--- src/rtl/panel_hs_pkg.sv ---
package panel_hs_pkg;
  typedef enum logic [2:0] {
    ST_IDLE      = 3'd0,
    ST_RD_WAIT   = 3'd1,
    ST_WR_WAIT   = 3'd2,
    ST_DONE      = 3'd3,
    ST_WAIT_HIGH = 3'd4
  } hs_state_t;
endpackage

--- src/rtl/panel_hs_sync.sv ---
module panel_hs_sync #(
  parameter int W = 1,
  parameter int STAGES = 2,
  parameter logic [W-1:0] RST_VAL = '0
) (
  input  logic         clk,
  input  logic         rst,
  input  logic [W-1:0] d_i,
  output logic [W-1:0] q_o
);
  logic [W-1:0] stg_q [STAGES];

  always_ff @(posedge clk) begin
    if (rst) stg_q[0] <= RST_VAL;
    else     stg_q[0] <= d_i;
  end

  for (genvar s = 1; s < STAGES; s++) begin : g_stage
    always_ff @(posedge clk) begin
      if (rst) stg_q[s] <= RST_VAL;
      else     stg_q[s] <= stg_q[s-1];
    end
  end

  assign q_o = stg_q[STAGES-1];
endmodule

--- src/rtl/panel_hs_ctrl.sv ---
module panel_hs_ctrl
  import panel_hs_pkg::*;
#(
  parameter int HOLD_CYC = 10,
  parameter int DONE_CYC = 5
) (
  input  logic clk,
  input  logic rst,
  input  logic sel_i,
  input  logic rd_i,
  input  logic strb_n_i,
  input  logic ad_i,
  input  logic quit_n_i,
  output logic drive_nxt_o,
  output logic pick_addr_nxt_o,
  output logic wr_data_o,
  output logic wr_addr_o,
  output logic oe_o,
  output logic done_n_o
);
  localparam int MAXC = (HOLD_CYC > DONE_CYC) ? HOLD_CYC : DONE_CYC;
  localparam int CW = $clog2(MAXC + 1);
  localparam logic [CW-1:0] HOLD_LD = CW'(HOLD_CYC - 1);
  localparam logic [CW-1:0] DONE_LD = CW'(DONE_CYC - 1);

  hs_state_t state_q, state_nxt;
  logic [CW-1:0] cnt_q, cnt_nxt;
  logic rd_q, ad_q, armed_q, oe_q, done_n_q;
  logic start, abort, wr_fire, rd_nxt, ad_nxt;

  assign start = (state_q == ST_IDLE) && armed_q && sel_i && !strb_n_i && quit_n_i;
  assign abort = (state_q != ST_IDLE) && (!quit_n_i || strb_n_i);
  assign rd_nxt = start ? rd_i : rd_q;
  assign ad_nxt = start ? ad_i : ad_q;

  always_comb begin
    state_nxt = state_q;
    cnt_nxt   = cnt_q;
    wr_fire   = 1'b0;
    case (state_q)
      ST_IDLE: begin
        if (start) begin
          state_nxt = rd_i ? ST_RD_WAIT : ST_WR_WAIT;
          cnt_nxt   = HOLD_LD;
        end
      end
      ST_RD_WAIT, ST_WR_WAIT: begin
        if (cnt_q == '0) begin
          state_nxt = ST_DONE;
          cnt_nxt   = DONE_LD;
          wr_fire   = (state_q == ST_WR_WAIT);
        end else begin
          cnt_nxt = cnt_q - 1'b1;
        end
      end
      ST_DONE: begin
        if (cnt_q == '0) state_nxt = ST_WAIT_HIGH;
        else             cnt_nxt = cnt_q - 1'b1;
      end
      ST_WAIT_HIGH: state_nxt = ST_WAIT_HIGH;
      default: state_nxt = ST_IDLE;
    endcase
    if (abort) begin
      state_nxt = ST_IDLE;
      wr_fire   = 1'b0;
    end
  end

  assign drive_nxt_o = rd_nxt && ((state_nxt == ST_RD_WAIT) || (state_nxt == ST_DONE));
  assign pick_addr_nxt_o = ad_nxt;
  assign wr_data_o = wr_fire && !ad_q;
  assign wr_addr_o = wr_fire && ad_q;

  always_ff @(posedge clk) begin
    if (rst) begin
      state_q  <= ST_IDLE;
      cnt_q    <= '0;
      rd_q     <= 1'b0;
      ad_q     <= 1'b0;
      armed_q  <= 1'b1;
      oe_q     <= 1'b0;
      done_n_q <= 1'b1;
    end else begin
      state_q  <= state_nxt;
      cnt_q    <= cnt_nxt;
      rd_q     <= rd_nxt;
      ad_q     <= ad_nxt;
      oe_q     <= drive_nxt_o;
      done_n_q <= (state_nxt != ST_DONE);
      if (start)       armed_q <= 1'b0;
      else if (!sel_i) armed_q <= 1'b1;
    end
  end

  assign oe_o = oe_q;
  assign done_n_o = done_n_q;

  AST_DONE_IN_PULSE: assert property (@(posedge clk) disable iff (rst)
    !done_n_q |-> (state_q == ST_DONE)) else $error("done outside pulse state");
  AST_OE_READ_ONLY: assert property (@(posedge clk) disable iff (rst)
    oe_q |-> (rd_q && ((state_q == ST_RD_WAIT) || (state_q == ST_DONE)))) else $error("oe outside read");
  AST_ONE_TARGET: assert property (@(posedge clk) disable iff (rst)
    $onehot0({wr_data_o, wr_addr_o})) else $error("two load targets");
  AST_HOLD_TILL_RELEASE: assert property (@(posedge clk) disable iff (rst)
    (state_q == ST_WAIT_HIGH && !strb_n_i && quit_n_i) |=> (state_q == ST_WAIT_HIGH)) else $error("left early");
  AST_NO_REARM: assert property (@(posedge clk) disable iff (rst)
    (state_q == ST_IDLE && !armed_q) |=> (state_q == ST_IDLE)) else $error("restart without rearm");
  AST_QUIT_IDLE: assert property (@(posedge clk) disable iff (rst)
    !quit_n_i |=> (state_q == ST_IDLE && !oe_q && done_n_q)) else $error("quit not honoured");
endmodule

--- src/rtl/panel_hs_regs.sv ---
module panel_hs_regs #(
  parameter int W = 16
) (
  input  logic         clk,
  input  logic         rst,
  input  logic [W-1:0] d_i,
  input  logic         wr_data_i,
  input  logic         wr_addr_i,
  input  logic         drive_nxt_i,
  input  logic         pick_addr_nxt_i,
  output logic [W-1:0] data_o,
  output logic [W-1:0] addr_o,
  output logic [W-1:0] bus_o
);
  logic [W-1:0] data_q, addr_q, bus_q;

  always_ff @(posedge clk) begin
    if (rst) begin
      data_q <= '0;
      addr_q <= '0;
      bus_q  <= '0;
    end else begin
      if (wr_data_i) data_q <= d_i;
      if (wr_addr_i) addr_q <= d_i;
      bus_q <= drive_nxt_i ? (pick_addr_nxt_i ? addr_q : data_q) : '0;
    end
  end

  assign data_o = data_q;
  assign addr_o = addr_q;
  assign bus_o  = bus_q;

  AST_LOAD_ONLY_ON_STROBE: assert property (@(posedge clk) disable iff (rst)
    (!wr_data_i && !wr_addr_i) |=> ($stable(data_q) && $stable(addr_q))) else $error("unexpected load");
endmodule

--- src/rtl/panel_bus_slave.sv ---
module panel_bus_slave #(
  parameter int W = 16,
  parameter int HOLD_CYC = 10,
  parameter int DONE_CYC = 5,
  parameter int SYNC_STAGES = 2
) (
  input  logic         clk,
  input  logic         rst,
  input  logic         slv_sel_i,
  input  logic         rd_wr_n_i,
  input  logic         strb_n_i,
  input  logic         ad_sel_i,
  input  logic         quit_n_i,
  input  logic [W-1:0] bus_d_i,
  output logic [W-1:0] bus_d_o,
  output logic         bus_oe_o,
  output logic         done_n_o,
  output logic [W-1:0] data_disp_o,
  output logic [W-1:0] addr_disp_o
);
  localparam int NCTL = 5;
  localparam logic [NCTL-1:0] CTL_RST = 5'b01101;

  logic [NCTL-1:0] ctl_s;
  logic [W-1:0] bus_s;
  logic drive_nxt, pick_addr_nxt, wr_data, wr_addr;

  panel_hs_sync #(.W(NCTL), .STAGES(SYNC_STAGES), .RST_VAL(CTL_RST)) u_ctl_sync (
    .clk(clk), .rst(rst),
    .d_i({slv_sel_i, rd_wr_n_i, strb_n_i, ad_sel_i, quit_n_i}),
    .q_o(ctl_s)
  );

  panel_hs_sync #(.W(W), .STAGES(SYNC_STAGES), .RST_VAL('0)) u_dat_sync (
    .clk(clk), .rst(rst), .d_i(bus_d_i), .q_o(bus_s)
  );

  panel_hs_ctrl #(.HOLD_CYC(HOLD_CYC), .DONE_CYC(DONE_CYC)) u_ctrl (
    .clk(clk), .rst(rst),
    .sel_i(ctl_s[4]), .rd_i(ctl_s[3]), .strb_n_i(ctl_s[2]),
    .ad_i(ctl_s[1]), .quit_n_i(ctl_s[0]),
    .drive_nxt_o(drive_nxt), .pick_addr_nxt_o(pick_addr_nxt),
    .wr_data_o(wr_data), .wr_addr_o(wr_addr),
    .oe_o(bus_oe_o), .done_n_o(done_n_o)
  );

  panel_hs_regs #(.W(W)) u_regs (
    .clk(clk), .rst(rst), .d_i(bus_s),
    .wr_data_i(wr_data), .wr_addr_i(wr_addr),
    .drive_nxt_i(drive_nxt), .pick_addr_nxt_i(pick_addr_nxt),
    .data_o(data_disp_o), .addr_o(addr_disp_o), .bus_o(bus_d_o)
  );
endmodule

--- config.mk ---
export PLATFORM = sky130hd
export DESIGN_NAME = panel_bus_slave
export DESIGN_NICKNAME = d
export VERILOG_FILES = /design/src/rtl/panel_hs_pkg.sv /design/src/rtl/panel_hs_sync.sv /design/src/rtl/panel_hs_ctrl.sv /design/src/rtl/panel_hs_regs.sv /design/src/rtl/panel_bus_slave.sv
export SDC_FILE = /design/constraint.sdc
export NUM_CORES = 1
export LEC_CHECK = 0
export ABC_AREA = 0
export BUFFER_PORTS_ARGS = -buffer_cell sky130_fd_sc_hd__buf_2
export CAP_MARGIN = 20
export CORE_MARGIN = 5
export CORE_UTILIZATION = 39
export DETAILED_ROUTE_END_ITERATION = 7
export REMOVE_ABC_BUFFERS = 1
export SYNTH_ARGS = -nofsm -noshare
export SYNTH_HDL_FRONTEND = slang
export SYNTH_SLANG_ARGS = --single-unit
--- constraint.sdc ---
create_clock -name clk -period 2 [get_ports clk]
set_input_delay 0.4 -clock clk [delete_from_list [all_inputs] [get_ports clk]]
set_output_delay 0.4 -clock clk [all_outputs]
set_load 0.02 [all_outputs]
**Yosys cells after proc, flatten, opt, wreduce, memory -nomap -nowiden**

Memory sizes are Yosys's and may differ from the RTL's.
Cells that the tools add are included.

- Input bits: 23
- Flip-flop bits (word level): 60
- RAM bits: 42
- Output and inout port bits: 50
- Word-level logic and storage cells: 73
- Memories kept: 2

- Reductions and logical operators: 20
- Multiplexer cells: 25
- Equal/unequal tests: 10
- Bitwise operators: 5
- Add/sub/neg operators: 1

Memory list:

| memory | depth | bits a word | rd ports | clocked after Yosys merged registers in | wr ports | RTL line | RTL |
|---|---|---|---|---|---|---|---|
| u_dat_sync.stg_q | 2 | 16 | 2 | 0 | 2 | panel_hs_sync.sv:11 | `logic [W-1:0] stg_q [STAGES];` |
| u_ctl_sync.stg_q | 2 | 5 | 2 | 0 | 2 | panel_hs_sync.sv:11 |  |

Operator list:

| kind | count |
|---|---|
| $mux 16 | 3 |
| $mux 3 | 4 |
| $mux 4 | 3 |
| $pmux 3 s4 | 1 |
| $pmux 4 s3 | 1 |
| $mux 1 | 10 |
| $mux 5 | 2 |
| $eq 3x2->1 const B | 3 |
| $logic_and 1x1->1 | 8 |
| $eq 3x1->1 const B | 2 |
| $reduce_bool 3->1 | 2 |
| $logic_not 4->1 | 1 |
| $ne 2x1->1 const B | 2 |
| $or 1x1->1 | 4 |
| $reduce_or 2->1 | 2 |
| $sub 4x1->4 const B | 1 |
| $eq 3x3->1 const B | 1 |
| $logic_not 1->1 | 3 |
| $logic_not 3->1 | 1 |
| $ne 3x2->1 const B | 1 |
| $reduce_and 3->1 | 1 |
| $logic_or 1x1->1 | 2 |
| $mux 2 | 1 |
| $ne 2x2->1 const B | 1 |
| $not 1->1 | 1 |

**Depth between registers and ports, before layout**

- Depth in word-level cells: 13
- Depth in mapped cells: 8
- Gate-level depth less buffers: 6

**Modules after synthesis**

A second synthesis with hierarchy kept.

- Cells, all modules: 325
- Area total of the unflattened synthesis: 3594.7 um2

By module, submodules not included:

| module | instances | area an instance (um2) | cells an instance |
|---|---|---|---|
| panel_hs_regs | 1 | 1761.7 | 157 |
| panel_hs_sync (u_dat_sync) | 1 | 863.3 | 67 |
| panel_hs_ctrl | 1 | 706.9 | 81 |
| panel_hs_sync (u_ctl_sync) | 1 | 262.8 | 20 |

**Least setup slack after synthesis**

No wires, ideal clock.

- Path kind: reg2reg
- Start point: register u_ctrl.cnt_q[0]
- End point: register u_ctrl.done_n_q, in the netlist u_ctrl.done_n_o
- Clock period less this slack: 1.824 ns
- Setup slack: 0.176 ns
- Required time: 1.873 ns
- Cell stages (with the launch flop): 7
- Data arrival time: 1.697 ns
- Setup time: 0.127 ns
- Cell sequence: dfxtp_1 > inv_1 > ha_1 > and4bb_1 > nor4b_1 > nor3_2 > or3_1

- Cells in the longest elaborated chain, start to end: 5
- Elaborated cells on any way between the ends: 6
- Those cells by class: 1 x eq/ne; 4 x mux; 1 x reduce/logical

Ends and longest elaborated chain:

| item | RTL line | RTL |
|---|---|---|
| start: declaration | panel_hs_ctrl.sv:27 | `logic [CW-1:0] cnt_q, cnt_nxt;` |
| start signal: assignment | panel_hs_ctrl.sv:85 | `cnt_q <= cnt_nxt;` |
| $logic_not 4->1 * | panel_hs_ctrl.sv:48, panel_hs_ctrl.sv:57 |  |
| $mux 3 (on tied branches) | panel_hs_ctrl.sv:57, panel_hs_ctrl.sv:48 |  |
| $pmux 3 s4 * | panel_hs_ctrl.sv:40 | `case (state_q)` |
| $mux 3 * | panel_hs_ctrl.sv:63 | `if (abort) begin` |
| $ne 3x2->1 * | panel_hs_ctrl.sv:89 | `done_n_q <= (state_nxt != ST_DONE);` |
| end signal: assignment | panel_hs_ctrl.sv:89 |  |
| end: declaration | panel_hs_ctrl.sv:28 | `logic rd_q, ad_q, armed_q, oe_q, done_n_q;` |

Mark *: on every way between the ends. The rest lies on a longest branch, timed or not.
A chain may end at the register's enable or synchronous reset.

**Worst setup path in the final report**

- Start point: register u_ctrl.cnt_q[0]
- End point: register u_regs.bus_q[8], in the netlist u_regs.bus_o[8]

- Cells in the longest elaborated chain, start to end: 9
- Elaborated cells on any way between the ends: 11
- Those cells by class: 2 x eq/ne; 4 x mux; 1 x bitwise; 4 x reduce/logical

Ends and longest elaborated chain:

| item | RTL line | RTL |
|---|---|---|
| $logic_not 4->1 * | panel_hs_ctrl.sv:48, panel_hs_ctrl.sv:57 |  |
| $mux 3 (on tied branches) | panel_hs_ctrl.sv:57, panel_hs_ctrl.sv:48 |  |
| $pmux 3 s4 * | panel_hs_ctrl.sv:40 |  |
| $mux 3 * | panel_hs_ctrl.sv:63 |  |
| $eq 3x1->1 or $eq 3x2->1 (tied branches) | panel_hs_ctrl.sv:69 | `assign drive_nxt_o = rd_nxt && ((state_nxt == ST_RD_WAIT) \|\| (state_nxt == ST_DONE));` |
| $logic_or 1x1->1 * | panel_hs_ctrl.sv:69 |  |
| $logic_and 1x1->1 * | panel_hs_ctrl.sv:69 |  |
| $not 1->1 (no source line) * | - |  |
| $reduce_or 2->1 (no source line) * | - |  |
| end signal: assignment | panel_hs_regs.sv:25 | `bus_q <= drive_nxt_i ? (pick_addr_nxt_i ? addr_q : data_q) : '0;` |
| end: declaration | panel_hs_regs.sv:15 | `logic [W-1:0] data_q, addr_q, bus_q;` |

Marks and branches as above.

==> results.ini <==
[status]
status = finished clean

[logic_synthesis]
yosys.cell_types.count = 42
yosysTopAreaCell = dfxtp_1
synth_area_leaders = dfxtp_1, nand2_1, nor2b_1
netlist_area_um2 = 3582
synth_edf_count = 0
synth_area_per_cell_um2 = 9.329
async_flop_share = 0
syn_inst = 384
ys.warnings.count = 0
synth_top_area_frac = 0.5700
yosys_most_used_dff = dfxtp_1
ys_seq_elements = 102
ys_seq_area_frac = 0.5700

[critical_path]
critPathArrivalTime_ns = 2.16
r2r_start = u_ctrl.cnt_q[0]$_SDFFE_PP0P_
slowest_delay_ns = 0.37
cp-startpoint = u_ctrl.cnt_q[0]$_SDFFE_PP0P_
crit_path_max_fanout = 10
crit_path_cell_trace = inv_1 > ha_1 > and4bb_1 > nor4b_4 > nor3_4 > buf_4 > a211oi_1
cp_slowest_cell = dfxtp_1
required_ns = 2.27
end_kind = register
worstSetupPathType = reg2reg
startpoint_type = register
worst-r2r-setup-slack_ns = 0.11

[route]
drt_iter0_drc = 145
drt-total-wl_um = 8790
vias = 2903
drc = 0
final_antenna_net_count = 0
firstDrtPassIters = 4
wl_per_cell_um = 15.16
via_per_inst = 5.005

[floorplan]
die_x_um = 105.8
dieArea_um2 = 11200
core_um2 = 9109
ios = 73
die_h_um = 105.8
num_rows = 35
start_util = 0.3933

[timing]
fin_crit_ns = 1.891
tns_ns = 0
hold_ws_ns = 0.2224
slew_headroom = 0.6856
finalWorstSetupSlack_ns = 0.1086
slew_violations = 0
setup_violations = 0
worst_pin_slew_ns = 0.4690
fin_crit_sh = 0.9457
max_freq_mhz = 528.7
finalHoldViolCount = 0
fin_skew_ns = 0.007073

[power]
p_leak_nw = 1.738
swShare = 0.2475
pwr-share-seq = 0.565
p_int_mw = 2.837
p_sw_mw = 0.9333
power_frac_clock = 0.345
power_mw = 3.770
peakVddDrop_mv = 0.3908
power_density_nw_per_um2 = 859.8
p_comb_frac = 0.090

[place]
place_congestion = 0.8418
dp_hpwl_um = 6069
preCtsSetupSlack_ns = 0.01869
placed_cell_area_um2 = 4144
placedCellCount = 564
portBuffers = 72

[finish]
final_util = 0.4815
drive_above_1_share = 0.2729
area_delta_synth_final_pct = 22.42
nets = 488
final_cells = 580
antenna_cells = 0
post-route-cell-area_um2 = 4385
final_cell_mix = dfxtp_1, buf_2, nand2_1
num-fill-cells = 890
final_common_cell = dfxtp_1

[global_route]
grt_pass1_wl_um = 14450
grt_start_max_net_pins = 59
track_usage = 0.1601
grt_pass1_vias = 2846
antenna_found_initial = 0
grt_overflow_total = 0

[cts]
clock_sinks = 102
numCtsBuffers = 9
htreeDepth = 3
cts_buffer_depth = 2
clk_latency_ns = 0.36
cts_tree = done
cts_setup_buffers = 0
cts-root-buf = clkbuf_8
clkTransAtPathRegs_ns = 0.09

[min_path]
min_from = strb_n_i
worstHoldPathType = in2reg

[flow_run]
drv_cap = 0

[worst max-delay path, delay by kind of cell, from the launching register on]
family	cells	cell delay, ns
AND/OR/NAND/NOR	3	0.70
flip-flops	1	0.37
buffers and inverters	2	0.26
adder cells (fa/ha/maj)	1	0.25
AO/OA/AOI/OAI	1	0.23
[area by class of cell]
class	instances	area, µm²	area share
clock buffer	10	127.6	0.02910
clock inverter	6	71.32	0.01626
inverter	6	22.52	0.005136
multi-input combinational	249	1426	0.3252
sequential	102	2042	0.4656
tap	111	138.9	0.03167
timing repair buffer	96	556.8	0.1270
[kinds of logic after synthesis]
group | after synthesis | share of synthesized area
AOI/OAI and AO/OA | 85 | 0.1415
buffers and inverters | 33 | 0.04261
and+or+nand+nor | 161 | 0.2372
DFF | 102 | 0.5700
xor gates and xnor gates | 1 | 0.002445
adders and majority gates | 2 | 0.006287
[final timing paths]
path                                       endpoint  depth (start not counted)
setup reg to reg         u_regs.bus_o[8]$_SDFF_PP0_                          7
setup / recovery         u_regs.bus_o[8]$_SDFF_PP0_                          7
hold reg to reg   u_ctl_sync.stg_q[1][2]$_SDFF_PP1_                          1
hold / removal    u_ctl_sync.stg_q[0][2]$_SDFF_PP1_                          2
[flip-flops by register name, indices dropped and copies added (netlist names)]
signal	flops
u_ctl_sync.stg_q	10
u_ctrl.ad_q	1
u_ctrl.armed_q	1
u_ctrl.cnt_q	4
u_ctrl.done_n_o	1
u_ctrl.oe_o	1
u_ctrl.rd_q	1
u_ctrl.state_q	3
u_dat_sync.stg_q	32
u_regs.addr_o	16
u_regs.bus_o	16
u_regs.data_o	16
[power by group through the flow]
stage / clock [mW] / combinational, mW / sequential, mW
after global placement: 0 / 0.324 / 2.17
final: 1.30 / 0.339 / 2.13
after floorplan: 0 / 0.199 / 2.17
after detailed placement: 0 / 0.332 / 2.18
after global routing: 1.43 / 0.384 / 2.14
after CTS: 1.34 / 0.334 / 2.13
[Yosys cell counts, types with 2 or more instances]
library cell    n
nor2_1          7
nor2b_1        36
clkbuf_2        2
buf_4           2
inv_1           6
and3_1          3
o21ai_0        20
nand3_1        20
a21oi_1        40
a221oi_1        2
a211oi_1       17
nand2_1        67
or3_1           3
nor3_2          2
dfxtp_1       102
nor4b_1         2
nor4_1          2
clkbuf_1       13
or2_2           7
buf_2           9
[routing by layer]
layer  up-vias  GRT usage  part of all wire
li1       1460          -                 -
met4         0    0.06105             0.016
met2        73     0.2523              0.47
met5         -          0                 0
met1      1356     0.2113              0.47
met3        14    0.04042             0.052
[what timing repair did]
item                                   CTS  global route
setup endpoints to repair                1            13
endpoints found under the hold margin    0             0
hold buffers                             0             0
resized for setup                        1             6
No activity file was read; power rests on OpenSTA's default activity.
